[config.mk]
export PLATFORM = sky130hd
export DESIGN_NAME = cfg_pio_engine
export DESIGN_NICKNAME = d
export VERILOG_FILES = /design/src/rtl/cfg_pio_pkg.sv /design/src/rtl/cfg_pio_regs.sv /design/src/rtl/cfg_pio_timer.sv /design/src/rtl/cfg_pio_fsm.sv /design/src/rtl/cfg_pio_engine.sv
export SDC_FILE = /design/constraint.sdc
export NUM_CORES = 1
export LEC_CHECK = 0
export BUFFER_PORTS_ARGS = -buffer_cell sky130_fd_sc_hd__clkbuf_2
export CELL_PAD_IN_SITES_DETAIL_PLACEMENT = 2
export CELL_PAD_IN_SITES_GLOBAL_PLACEMENT = 2
export CORE_MARGIN = 10
export CORE_UTILIZATION = 38
export CTS_CLUSTER_DIAMETER = 150
export CTS_CLUSTER_SIZE = 30
export DETAILED_ROUTE_END_ITERATION = 16
export PLACE_DENSITY = 0.81
export SLEW_MARGIN = 40
export SYNTH_ARGS = -nofsm -noshare
export SYNTH_HDL_FRONTEND = slang
export SYNTH_SLANG_ARGS = --single-unit
[constraint.sdc]
create_clock -name clk -period 3.7 [get_ports clk]
set_clock_uncertainty 0.05 [all_clocks]
set_input_delay 0.185 -clock clk [delete_from_list [all_inputs] [get_ports clk]]
set_output_delay 0.185 -clock clk [all_outputs]
set_load 0.005 [all_outputs]
[src/rtl/cfg_pio_pkg.sv]
package cfg_pio_pkg;

   localparam int CFG_DW = 32;
   localparam int CFG_SW = CFG_DW / 8;

   // register byte offsets
   localparam int OFF_GO      = 'h00;
   localparam int OFF_CTRL    = 'h04;
   localparam int OFF_IRQSTAT = 'h08;
   localparam int OFF_CPLSTAT = 'h0C;
   localparam int OFF_ADDRLO  = 'h10;
   localparam int OFF_ADDRHI  = 'h14;
   localparam int OFF_WDATA   = 'h18;
   localparam int OFF_BYTEEN  = 'h1C;
   localparam int OFF_RDATA   = 'h20;
   localparam int OFF_LIMIT   = 'h24;

   localparam int WIN_BIT = 24;
   localparam int CPL_LSB = 7;
   localparam int CPL_W   = 3;

   localparam logic [CPL_W-1:0] CPL_OK    = 3'b000;
   localparam logic [CPL_W-1:0] CPL_TMO   = 3'b101;
   localparam logic [CPL_W-1:0] CPL_BADTY = 3'b111;

   typedef enum logic [1:0] {
      ST_IDLE = 2'd0,
      ST_REQ  = 2'd1,
      ST_RSP  = 2'd2
   } eng_state_e;

   typedef struct packed {
      logic [CFG_DW-1:0] addr_lo;
      logic [CFG_DW-1:0] addr_hi;
      logic [CFG_DW-1:0] wdata;
      logic [CFG_SW-1:0] strb;
   } cfg_req_t;

endpackage

[src/rtl/cfg_pio_regs.sv]
module cfg_pio_regs
   import cfg_pio_pkg::*;
#(
   parameter int RA_W        = 6,
   parameter int TMO_W       = 16,
   parameter int TMO_DEFAULT = 1000
) (
   input  logic                 clk,
   input  logic                 rst_n,
   input  logic                 reg_we,
   input  logic [RA_W-1:0]      reg_addr,
   input  logic [CFG_DW-1:0]    reg_wdata,
   output logic [CFG_DW-1:0]    reg_rdata,
   input  logic                 busy_i,
   input  logic                 done_i,
   input  logic [CPL_W-1:0]     cpl_i,
   input  logic                 rdata_load_i,
   input  logic [CFG_DW-1:0]    rdata_i,
   output logic                 launch_o,
   output logic                 abort_o,
   output logic [3:0]           kind_o,
   output cfg_req_t             req_o,
   output logic [TMO_W-1:0]     limit_o,
   output logic                 win_dis_o,
   output logic                 irq_o
);

   localparam logic [RA_W-1:0] A_GO      = RA_W'(OFF_GO);
   localparam logic [RA_W-1:0] A_CTRL    = RA_W'(OFF_CTRL);
   localparam logic [RA_W-1:0] A_IRQSTAT = RA_W'(OFF_IRQSTAT);
   localparam logic [RA_W-1:0] A_CPLSTAT = RA_W'(OFF_CPLSTAT);
   localparam logic [RA_W-1:0] A_ADDRLO  = RA_W'(OFF_ADDRLO);
   localparam logic [RA_W-1:0] A_ADDRHI  = RA_W'(OFF_ADDRHI);
   localparam logic [RA_W-1:0] A_WDATA   = RA_W'(OFF_WDATA);
   localparam logic [RA_W-1:0] A_BYTEEN  = RA_W'(OFF_BYTEEN);
   localparam logic [RA_W-1:0] A_RDATA   = RA_W'(OFF_RDATA);
   localparam logic [RA_W-1:0] A_LIMIT   = RA_W'(OFF_LIMIT);

   logic [3:0]          kind_q;
   logic                win_q;
   logic [CFG_DW-1:0]   addr_lo_q, addr_hi_q, wdata_q, rdata_q;
   logic [CFG_SW-1:0]   strb_q;
   logic [TMO_W-1:0]    limit_q;
   logic                irq_q;
   logic [CPL_W-1:0]    cpl_q;

   logic wr_go, wr_ctrl, wr_irq, wr_alo, wr_ahi, wr_wd, wr_be, wr_lim;

   assign wr_go   = reg_we && (reg_addr == A_GO);
   assign wr_ctrl = reg_we && (reg_addr == A_CTRL);
   assign wr_irq  = reg_we && (reg_addr == A_IRQSTAT);
   assign wr_alo  = reg_we && (reg_addr == A_ADDRLO);
   assign wr_ahi  = reg_we && (reg_addr == A_ADDRHI);
   assign wr_wd   = reg_we && (reg_addr == A_WDATA);
   assign wr_be   = reg_we && (reg_addr == A_BYTEEN);
   assign wr_lim  = reg_we && (reg_addr == A_LIMIT);

   assign launch_o = wr_go &&  reg_wdata[0] && !busy_i;
   assign abort_o  = wr_go && !reg_wdata[0] &&  busy_i;

   always_ff @(posedge clk or negedge rst_n) begin
      if (!rst_n) begin
         kind_q    <= '0;
         win_q     <= 1'b0;
         addr_lo_q <= '0;
         addr_hi_q <= '0;
         wdata_q   <= '0;
         strb_q    <= '1;
         limit_q   <= TMO_W'(TMO_DEFAULT);
      end else begin
         if (wr_ctrl) begin
            kind_q <= reg_wdata[3:0];
            win_q  <= reg_wdata[WIN_BIT];
         end
         if (wr_alo) addr_lo_q <= reg_wdata;
         if (wr_ahi) addr_hi_q <= reg_wdata;
         if (wr_wd)  wdata_q   <= reg_wdata;
         if (wr_be)  strb_q    <= reg_wdata[CFG_SW-1:0];
         if (wr_lim) limit_q   <= reg_wdata[TMO_W-1:0];
      end
   end

   // completion side: sticky status wins over a same-cycle clear
   always_ff @(posedge clk or negedge rst_n) begin
      if (!rst_n) begin
         irq_q   <= 1'b0;
         cpl_q   <= CPL_OK;
         rdata_q <= '0;
      end else begin
         if (done_i)
            irq_q <= 1'b1;
         else if (wr_irq && reg_wdata[0])
            irq_q <= 1'b0;
         if (done_i)
            cpl_q <= cpl_i;
         if (done_i && rdata_load_i)
            rdata_q <= rdata_i;
      end
   end

   always_comb begin
      reg_rdata = '0;
      case (reg_addr)
         A_GO:      reg_rdata[0] = busy_i;
         A_CTRL: begin
            reg_rdata[3:0]     = kind_q;
            reg_rdata[WIN_BIT] = win_q;
         end
         A_IRQSTAT: reg_rdata[0] = irq_q;
         A_CPLSTAT: reg_rdata[CPL_LSB +: CPL_W] = cpl_q;
         A_ADDRLO:  reg_rdata = addr_lo_q;
         A_ADDRHI:  reg_rdata = addr_hi_q;
         A_WDATA:   reg_rdata = wdata_q;
         A_BYTEEN:  reg_rdata[CFG_SW-1:0] = strb_q;
         A_RDATA:   reg_rdata = rdata_q;
         A_LIMIT:   reg_rdata = CFG_DW'(limit_q);
         default:   reg_rdata = '0;
      endcase
   end

   assign kind_o        = kind_q;
   assign req_o.addr_lo = addr_lo_q;
   assign req_o.addr_hi = addr_hi_q;
   assign req_o.wdata   = wdata_q;
   assign req_o.strb    = strb_q;
   assign limit_o       = limit_q;
   assign win_dis_o     = win_q;
   assign irq_o         = irq_q;

   AST_IRQ_SET: assert property (@(posedge clk) disable iff (!rst_n)
      done_i |=> irq_q);
   AST_IRQ_STICKY: assert property (@(posedge clk) disable iff (!rst_n)
      irq_q && !(wr_irq && reg_wdata[0]) |=> irq_q);

endmodule

[src/rtl/cfg_pio_timer.sv]
module cfg_pio_timer #(
   parameter int TMO_W = 16,
   parameter bit EN    = 1'b1
) (
   input  logic             clk,
   input  logic             rst_n,
   input  logic             launch_i,
   input  logic             busy_i,
   input  logic [TMO_W-1:0] limit_i,
   output logic             expire_o
);

   localparam logic [TMO_W-1:0] ONE = TMO_W'(1);

   if (EN) begin : g_timer
      logic [TMO_W-1:0] cnt_q;
      logic [TMO_W-1:0] lim_q;

      always_ff @(posedge clk or negedge rst_n) begin
         if (!rst_n) begin
            cnt_q <= '0;
            lim_q <= '0;
         end else if (launch_i) begin
            cnt_q <= '0;
            lim_q <= limit_i;
         end else if (busy_i) begin
            cnt_q <= cnt_q + ONE;
         end
      end

      assign expire_o = busy_i && (lim_q != '0) && (cnt_q == lim_q - ONE);

      AST_TMO_BOUND: assert property (@(posedge clk) disable iff (!rst_n)
         busy_i && (lim_q != '0) |-> cnt_q < lim_q);
   end else begin : g_no_timer
      assign expire_o = 1'b0;
   end

endmodule

[src/rtl/cfg_pio_fsm.sv]
module cfg_pio_fsm
   import cfg_pio_pkg::*;
(
   input  logic              clk,
   input  logic              rst_n,
   input  logic              launch_i,
   input  logic              abort_i,
   input  logic [3:0]        kind_i,
   input  cfg_req_t          req_i,
   input  logic              expire_i,
   input  logic              req_ready,
   input  logic              rsp_valid,
   input  logic [CFG_DW-1:0] rsp_data,
   input  logic [CPL_W-1:0]  rsp_status,
   output logic              busy_o,
   output logic              done_o,
   output logic [CPL_W-1:0]  cpl_o,
   output logic              rdata_load_o,
   output logic [CFG_DW-1:0] rdata_o,
   output logic              req_valid,
   output logic              req_write,
   output logic              req_type1,
   output cfg_req_t          req_o
);

   eng_state_e state_q;
   logic       wr_q, t1_q;
   cfg_req_t   fld_q;
   logic       kind_ok;

   // codes 0x8..0xB: bit 1 selects write, bit 0 selects type 1
   assign kind_ok = (kind_i[3:2] == 2'b10);

   always_comb begin
      done_o       = 1'b0;
      cpl_o        = CPL_OK;
      rdata_load_o = 1'b0;
      rdata_o      = rsp_data;
      case (state_q)
         ST_IDLE: begin
            if (launch_i && !kind_ok) begin
               done_o = 1'b1;
               cpl_o  = CPL_BADTY;
            end
         end
         ST_REQ: begin
            if (!abort_i && expire_i) begin
               done_o       = 1'b1;
               cpl_o        = CPL_TMO;
               rdata_load_o = 1'b1;
               rdata_o      = '1;
            end
         end
         ST_RSP: begin
            if (!abort_i) begin
               if (rsp_valid) begin
                  done_o       = 1'b1;
                  cpl_o        = rsp_status;
                  rdata_load_o = !wr_q;
               end else if (expire_i) begin
                  done_o       = 1'b1;
                  cpl_o        = CPL_TMO;
                  rdata_load_o = 1'b1;
                  rdata_o      = '1;
               end
            end
         end
         default: ;
      endcase
   end

   always_ff @(posedge clk or negedge rst_n) begin
      if (!rst_n) begin
         state_q <= ST_IDLE;
         wr_q    <= 1'b0;
         t1_q    <= 1'b0;
         fld_q   <= '0;
      end else begin
         case (state_q)
            ST_IDLE: begin
               if (launch_i && kind_ok) begin
                  state_q <= ST_REQ;
                  wr_q    <= kind_i[1];
                  t1_q    <= kind_i[0];
                  fld_q   <= req_i;
               end
            end
            ST_REQ: begin
               if (abort_i || done_o)
                  state_q <= ST_IDLE;
               else if (req_ready)
                  state_q <= ST_RSP;
            end
            ST_RSP: begin
               if (abort_i || done_o)
                  state_q <= ST_IDLE;
            end
            default: state_q <= ST_IDLE;
         endcase
      end
   end

   assign busy_o    = (state_q != ST_IDLE);
   assign req_valid = (state_q == ST_REQ);
   assign req_write = wr_q;
   assign req_type1 = t1_q;
   assign req_o     = fld_q;

   AST_REQ_HELD: assert property (@(posedge clk) disable iff (!rst_n)
      req_valid && !req_ready && !abort_i && !expire_i |=> req_valid);
   AST_KIND_MAP: assert property (@(posedge clk) disable iff (!rst_n)
      launch_i && kind_ok |=> req_write == $past(kind_i[1]) && req_type1 == $past(kind_i[0]));
   AST_FIELDS_FROZEN: assert property (@(posedge clk) disable iff (!rst_n)
      busy_o |=> $stable(req_o) && $stable(req_write));
   AST_ABORT_IDLE: assert property (@(posedge clk) disable iff (!rst_n)
      abort_i |=> !busy_o && !req_valid);
   AST_BADKIND_NOREQ: assert property (@(posedge clk) disable iff (!rst_n)
      launch_i && !kind_ok |=> !req_valid);
   AST_DONE_IDLE: assert property (@(posedge clk) disable iff (!rst_n)
      done_o |=> !busy_o);

endmodule

[src/rtl/cfg_pio_engine.sv]
module cfg_pio_engine
   import cfg_pio_pkg::*;
#(
   parameter int DATA_W      = 32,
   parameter int RA_W        = 6,
   parameter int TMO_W       = 16,
   parameter int TMO_DEFAULT = 1000,
   parameter bit TIMEOUT_EN  = 1'b1
) (
   input  logic              clk,
   input  logic              rst_n,
   input  logic              reg_we,
   input  logic [RA_W-1:0]   reg_addr,
   input  logic [DATA_W-1:0] reg_wdata,
   output logic [DATA_W-1:0] reg_rdata,
   output logic              irq,
   output logic              win_disable,
   output logic              req_valid,
   input  logic              req_ready,
   output logic              req_write,
   output logic              req_type1,
   output logic [DATA_W-1:0] req_addr_lo,
   output logic [DATA_W-1:0] req_addr_hi,
   output logic [DATA_W-1:0] req_wdata,
   output logic [DATA_W/8-1:0] req_strb,
   input  logic              rsp_valid,
   input  logic [DATA_W-1:0] rsp_data,
   input  logic [2:0]        rsp_status
);

   if (DATA_W != CFG_DW) begin : g_bad_dw
      $error("cfg_pio_engine: DATA_W must be 32");
   end
   if (RA_W < 6) begin : g_bad_ra
      $error("cfg_pio_engine: RA_W too small for the register map");
   end
   if (TMO_W < 1 || TMO_W > CFG_DW) begin : g_bad_tw
      $error("cfg_pio_engine: TMO_W out of range");
   end
   if (TMO_DEFAULT < 0 || TMO_DEFAULT >= (64'd1 << TMO_W)) begin : g_bad_td
      $error("cfg_pio_engine: TMO_DEFAULT does not fit TMO_W");
   end

   logic              busy, done, launch, abort, rd_load, expire;
   logic [CPL_W-1:0]  cpl;
   logic [CFG_DW-1:0] rd_val;
   logic [3:0]        kind;
   logic [TMO_W-1:0]  limit;
   cfg_req_t          prog_req, live_req;

   cfg_pio_regs #(
      .RA_W        (RA_W),
      .TMO_W       (TMO_W),
      .TMO_DEFAULT (TMO_DEFAULT)
   ) u_regs (
      .clk          (clk),
      .rst_n        (rst_n),
      .reg_we       (reg_we),
      .reg_addr     (reg_addr),
      .reg_wdata    (reg_wdata),
      .reg_rdata    (reg_rdata),
      .busy_i       (busy),
      .done_i       (done),
      .cpl_i        (cpl),
      .rdata_load_i (rd_load),
      .rdata_i      (rd_val),
      .launch_o     (launch),
      .abort_o      (abort),
      .kind_o       (kind),
      .req_o        (prog_req),
      .limit_o      (limit),
      .win_dis_o    (win_disable),
      .irq_o        (irq)
   );

   cfg_pio_timer #(
      .TMO_W (TMO_W),
      .EN    (TIMEOUT_EN)
   ) u_timer (
      .clk      (clk),
      .rst_n    (rst_n),
      .launch_i (launch),
      .busy_i   (busy),
      .limit_i  (limit),
      .expire_o (expire)
   );

   cfg_pio_fsm u_fsm (
      .clk          (clk),
      .rst_n        (rst_n),
      .launch_i     (launch),
      .abort_i      (abort),
      .kind_i       (kind),
      .req_i        (prog_req),
      .expire_i     (expire),
      .req_ready    (req_ready),
      .rsp_valid    (rsp_valid),
      .rsp_data     (rsp_data),
      .rsp_status   (rsp_status),
      .busy_o       (busy),
      .done_o       (done),
      .cpl_o        (cpl),
      .rdata_load_o (rd_load),
      .rdata_o      (rd_val),
      .req_valid    (req_valid),
      .req_write    (req_write),
      .req_type1    (req_type1),
      .req_o        (live_req)
   );

   assign req_addr_lo = live_req.addr_lo;
   assign req_addr_hi = live_req.addr_hi;
   assign req_wdata   = live_req.wdata;
   assign req_strb    = live_req.strb;

endmodule

Word level (Yosys, flattened, before mapping):

Index checks and enable logic that the tools add are counted.

* register bits after elaboration: 293
* input port bits: 78
* output and inout bits: 137
* word-level logic and storage cells: 106

* add/sub/neg operators: 2
* eq/ne operators: 16
* muxes and demuxes: 36
* reduce and logical (&&, ||, !) cells: 33

Operators by type and width (number)
* 32-bit two-way mux: 4
* 14-bit one-hot mux with 5 select lines: 1
* 32-bit one-hot mux with 2 select lines: 1
* 16-bit two-way mux: 2
* 7-bit one-hot mux with 4 select lines: 1
* 6-bit by 5-bit equality test with 1-bit output, second input constant: 4
* 3-bit one-hot mux with 7 select lines: 1
* 1-bit logical AND: 19
* 3-bit one-hot mux with 6 select lines: 1
* 16-bit by 1-bit adder with 16-bit output, second input constant: 1
* 16-bit equality test: 1
* 16-bit nonzero test: 1
* 16-bit by 1-bit subtractor with 16-bit output, second input constant: 1
* 3-bit two-way mux: 5
* 3-bit one-hot mux with 5 select lines: 1
* 6-bit by 4-bit equality test with 1-bit output, second input constant: 2
* 6-bit equality test, second input constant: 2
* 1-bit two-way mux: 9
* 1-bit one-hot mux with 9 select lines: 1
* 3-bit one-hot mux with 3 select lines: 1
* 2-bit two-way mux: 4
* 6-bit by 3-bit equality test with 1-bit output, second input constant: 1
* 6-bit logical NOT: 1
* 2-bit one-hot mux with 3 select lines: 1
* 13 further kinds: 21

Logic depth before layout (Yosys ltp):

* word-level depth: 11
* depth in mapped cells: 14
* gate-level depth less buffers: 11

Hierarchy:

Synthesis repeated with hierarchy kept, for this count alone.

* cells, all modules: 1034
* area, all modules: 13834.5 µm²

Modules (own cells, without submodules)
* cfg_pio_regs: instances 1, cells an instance 506, area an instance 7224.4 µm², seq. area each 3941.3 µm²
* cfg_pio_fsm: instances 1, cells an instance 330, area an instance 4669.5 µm², seq. area each 2602.5 µm²
* cfg_pio_timer: instances 1, cells an instance 198, area an instance 1940.6 µm², seq. area each 800.8 µm²

Worst setup path after synthesis:

OpenSTA, ideal clock, no wires.

* path kind: register -> register
* start: register u_timer.g_timer.lim_q[0]
* end: register u_regs.rdata_q[10]
* library setup time: 0.125 ns
* data arrival time: 3.160 ns
* required time: 3.525 ns
* setup slack: 0.365 ns
* stages on the path, launching flop included: 13
* buffers on the path: 2
* clock period less this slack: 3.335 ns
* cell sequence: dfrtp_1 clkbuf_1 inv_1 ha_1 or3b_2 nor3_1 nand2_1 nor4bb_1 o311ai_4 or3_1 a21oi_4 buf_6 mux2_4

* cells in the longest elaborated chain, start to end: 8
* elaborated cells between the ends (all ways): 20
* classes of those cells: add/sub: 1; eq/ne: 1; mux: 13; reduce/logical: 5

Ends and longest elaborated chain
* start: declaration: RTL line cfg_pio_timer.sv:17 `logic [TMO_W-1:0] lim_q;`
* start signal: assignment: RTL line cfg_pio_timer.sv:25 `lim_q <= limit_i;`
* 16-bit by 1-bit subtractor with 16-bit output or 16-bit nonzero test (tied branches): RTL line cfg_pio_timer.sv:31 `assign expire_o = busy_i && (lim_q != '0) && (cnt_q == lim_q - ONE);`
* 16-bit equality test or 1-bit logical AND (tied branches): RTL line cfg_pio_timer.sv:31
* 1-bit logical AND *: RTL line cfg_pio_timer.sv:31
* 1-bit two-way mux: RTL line cfg_pio_fsm.sv:60 `end else if (expire_i) begin`
* 1-bit two-way mux: RTL line cfg_pio_fsm.sv:56 `if (rsp_valid) begin`
* 1-bit two-way mux: RTL line cfg_pio_fsm.sv:55 `if (!abort_i) begin`
* 1-bit one-hot mux with 3 select lines or 1-bit one-hot mux with 2 select lines (tied branches): RTL line cfg_pio_fsm.sv:39 `case (state_q)`
* 1-bit logical AND: RTL line cfg_pio_regs.sv:96 `if (done_i && rdata_load_i)`
* end signal: assignment: RTL line cfg_pio_regs.sv:97 `rdata_q <= rdata_i;`
* end: declaration: RTL line cfg_pio_regs.sv:41 `logic [CFG_DW-1:0] addr_lo_q, addr_hi_q, wdata_q, rdata_q;`

Every way passes the cells marked *; elsewhere a longest branch is shown, timed or not.
A chain may end at the register's enable or synchronous reset.

Worst setup path after layout:

* start: register u_timer.g_timer.lim_q[4]
* end: register u_regs.rdata_q[22]

Same word-level chain as after synthesis.

==> flow_summary.ini <==
[final_layout]
mostFrequentLayoutCells = dfrtp_1, mux2_2, clkbuf_2, nand2_1, dlygate4sd3_1
final_cells = 1785
multi_input_area_sq_um = 5890
nets = 1411
nFillCells = 3415
syn2layout_area_growth_pct = 19.9
fin_util_pct = 46.5
layout_commonest_cell = dfrtp_1
seqCellArea_sq_um = 7350
drive_above_1_share_pct = 42.2

[timing]
setup-tns-final_ns = 0
tightest_slew_ns = 0.804
post-route-period-util_pct = 95.2
hold_viol = 0
slew_headroom_pct = 46.4
fmax_mhz = 284
fin_crit_ns = 3.52
whs_ns = 0.0243
finalSetupViolCount = 0
drv_slew = 0
rsz0062_at_grt = false

[clocking]
numClockSinks = 293
worstSkewPairLatency_ns = 0.52
cts_made_buffers = 13
h-tree-depth = 1
cts-root-buf = clkbuf_16
path_clk_slew_ns = 0.12
post_cts_buffers = 0
clockBufferDepth = 3
cts_tree = built

[critical_path]
cp.arrival_ns = 3.89
slowest_delay_ns = 0.69
cp_cell_sequence = or4_1 > or4_4 > nor4b_4 > a2bb2o_4 > or3_1 > a21oi_4 > buf_12 > mux2_4
reg2reg_from = u_timer.g_timer.lim_q[4]$_DFFE_PN0P_
critPathKind = reg -> reg
crit_path_start_kind = register
worst_path_max_delay_cell = or4_1
critPathMaxFanout = 19
required_ns = 4.07
end_kind = register
crit_start = u_timer.g_timer.lim_q[4]$_DFFE_PN0P_

[global_route]
grt_pass1_vias = 11600
overflow = 0
grt_start_max_net_pins = 61
grt_usage_pct = 22.0
grt_pass1_wl_mm = 75.3
antenna_found_initial = 1

[synth]
syn_inst = 1073
synth_edf_count = 0
synth.distinct_cells = 62
synth_area_sq_um = 13500
syn_avg_cell_area_sq_um = 12.6
async_flop_share_pct = 100
synthesis.nets = 1158
yosys_register_bits = 293
yosysWarnings = 0
ys_seq_area_share_pct = 54.4
synthFlopType = dfrtp_1

[route]
routed_wl_mm = 48.8
drtPass1Iterations = 5
drc = 0
vias = 9928
dr.first_iter.drc_count = 451
ant_nets = 0
viasPerCell = 5.56
wl_per_cell_microns = 27.3

[die]
dieArea_sq_um = 43500
core_area_sq_um = 34800
ios = 215
fp-row-count = 68
die_w_microns = 208
start_util_pct = 38.8
die_h_microns = 208

[min_path]
min_path_type = in -> reg
hold_start = reg_wdata[8]

[placement]
io_buffers = 214
dp_cells = 1705
gp_congestion = 0.840
post-dp-hpwl_mm = 31.8

[power_and_ir_drop]
p_leak_nw = 8.14
seq_power_share_pct = 56.3
vdd_drop_max_mv = 0.515
swShare_pct = 30.1
pwr-share-comb_pct = 19.4
power.net_switching_mw = 2.15
p_per_area_nw_per_um2 = 440
cell_internal_pwr_mw = 4.98
p_clk_share_pct = 24.3

[run_status]
status = finished, final reports clean

[flow_run]
drv_cap = 0
## worst max-delay path, delay by kind of cell (launching register included)
| family | cells | cell delay, ns |
|---|---|---|
| buffers and inverters | 1 | 0.22 |
| DFF | 1 | 0.46 |
| muxes | 1 | 0.32 |
| and+or+nand+nor | 4 | 1.86 |
| AOI/OAI and AO/OA | 2 | 0.46 |
## per-layer routing
metal | vias up | track usage (%) | share of wire [%]
met1 | 5327 | 26.0 | 40
met5 | - | 0 | 0
li1 | 4334 | - | -
met4 | 0 | 4.26 | 1.7
met3 | 48 | 4.60 | 4.9
met2 | 219 | 40.2 | 53
## timing repair
action                                  in CTS  in global routing
resized for setup                            0                  4
endpoints found under the hold margin      284                  0
hold buffers                                61                  0
endpoints found under the setup margin       0                 37
## cell families after synthesis
kind of cell / share of synthesized area, %
multiplexers: 26.2
XOR/XNOR: 1.43
buffers and inverters: 2.29
adder cells (fa/ha/maj): 0.649
flip-flops: 54.4
AND/OR/NAND/NOR: 8.45
AO/OA/AOI/OAI: 6.64
## sequential cells by signal, indices dropped and copies added, names as in the netlist
register,flops
u_fsm.req_o,100
u_fsm.req_type1,1
u_fsm.req_write,1
u_fsm.state_q,2
u_regs.addr_hi_q,32
u_regs.addr_lo_q,32
u_regs.cpl_q,3
u_regs.irq_o,1
u_regs.kind_o,4
u_regs.limit_o,16
u_regs.rdata_q,32
u_regs.strb_q,4
u_regs.wdata_q,32
u_regs.win_dis_o,1
u_timer.g_timer.cnt_q,16
u_timer.g_timer.lim_q,16
## stage by stage
step                      worst slack (ns)  instance area, sq um  power, mW
after global routing                0.0202                 16200       7.47
after CTS                           0.0874                 16200       7.11
final                                0.177                 16200       7.12
after global placement               0.263                 15200       5.22
after detailed placement             0.187                 15200       5.33
after floorplan                      0.365                 13500       4.78
## Yosys cell counts (all sizes together) (3+ instances only)
library cell | count | share of area, %
nand2 | 93 | 2.6
mux2 | 274 | 24
dfstp | 10 | 1.9
xor2 | 11 | 0.71
or3 | 3 | 0.14
a21oi | 30 | 1.2
nand3b | 4 | 0.22
and3 | 8 | 0.37
nand3 | 22 | 0.82
mux2i | 31 | 2.3
nor4b | 3 | 0.31
dfrtp | 283 | 52
nor2 | 43 | 1.2
nor2b | 6 | 0.28
a31oi | 8 | 0.37
o21ai | 53 | 2.0
o22a | 3 | 0.19
buf | 20 | 0.76
and2 | 3 | 0.14
o211ai | 3 | 0.17
nand4 | 8 | 0.37
clkbuf | 43 | 1.2
nor3 | 10 | 0.37
or4 | 7 | 0.42
o311ai | 3 | 0.32
ha | 7 | 0.65
a22oi | 21 | 1.2
inv | 12 | 0.33
xnor2 | 11 | 0.71
nand2b | 8 | 0.37
nor4 | 4 | 0.19
## area by class of cell
type                    count  area share (%)
diodes                      1          0.0155
clock buffers              16            2.08
clock inverters             2           0.108
inverters                  12           0.278
multi-input cells         705            36.4
flip-flops and latches    293            45.4
well taps                 455            3.52
repair buffers            301            12.2
## path summary, 6_finish.rpt
kind / to / cells past startpoint / slack [ns]
setup / recovery: u_regs.rdata_q[22]$_DFFE_PN0P_ / 8 / 0.18
hold / removal: u_regs.addr_hi_q[8]$_DFFE_PN0P_ / 2 / 0.02
setup reg to reg: u_regs.rdata_q[22]$_DFFE_PN0P_ / 8 / 0.18
hold reg to reg: u_fsm.req_o[44]$_DFFE_PN0P_ / 1 / 0.47
max in group asynchronous: u_regs.addr_lo_q[9]$_DFFE_PN0P_ / 4 / 2.43
min in group asynchronous: u_fsm.req_o[91]$_DFFE_PN0P_ / 2 / 0.14
## power by group through the flow
stage / Clock (mW) / Sequential [mW] / Combinational (mW)
final: 1.73 / 4.01 / 1.38
after detailed placement: 0 / 4.04 / 1.29
after CTS: 1.76 / 3.99 / 1.35
after floorplan: 0 / 3.87 / 0.914
after global placement: 0 / 4.02 / 1.20
after global routing: 1.89 / 4.07 / 1.52
No activity file was read; power rests on OpenSTA's default activity.
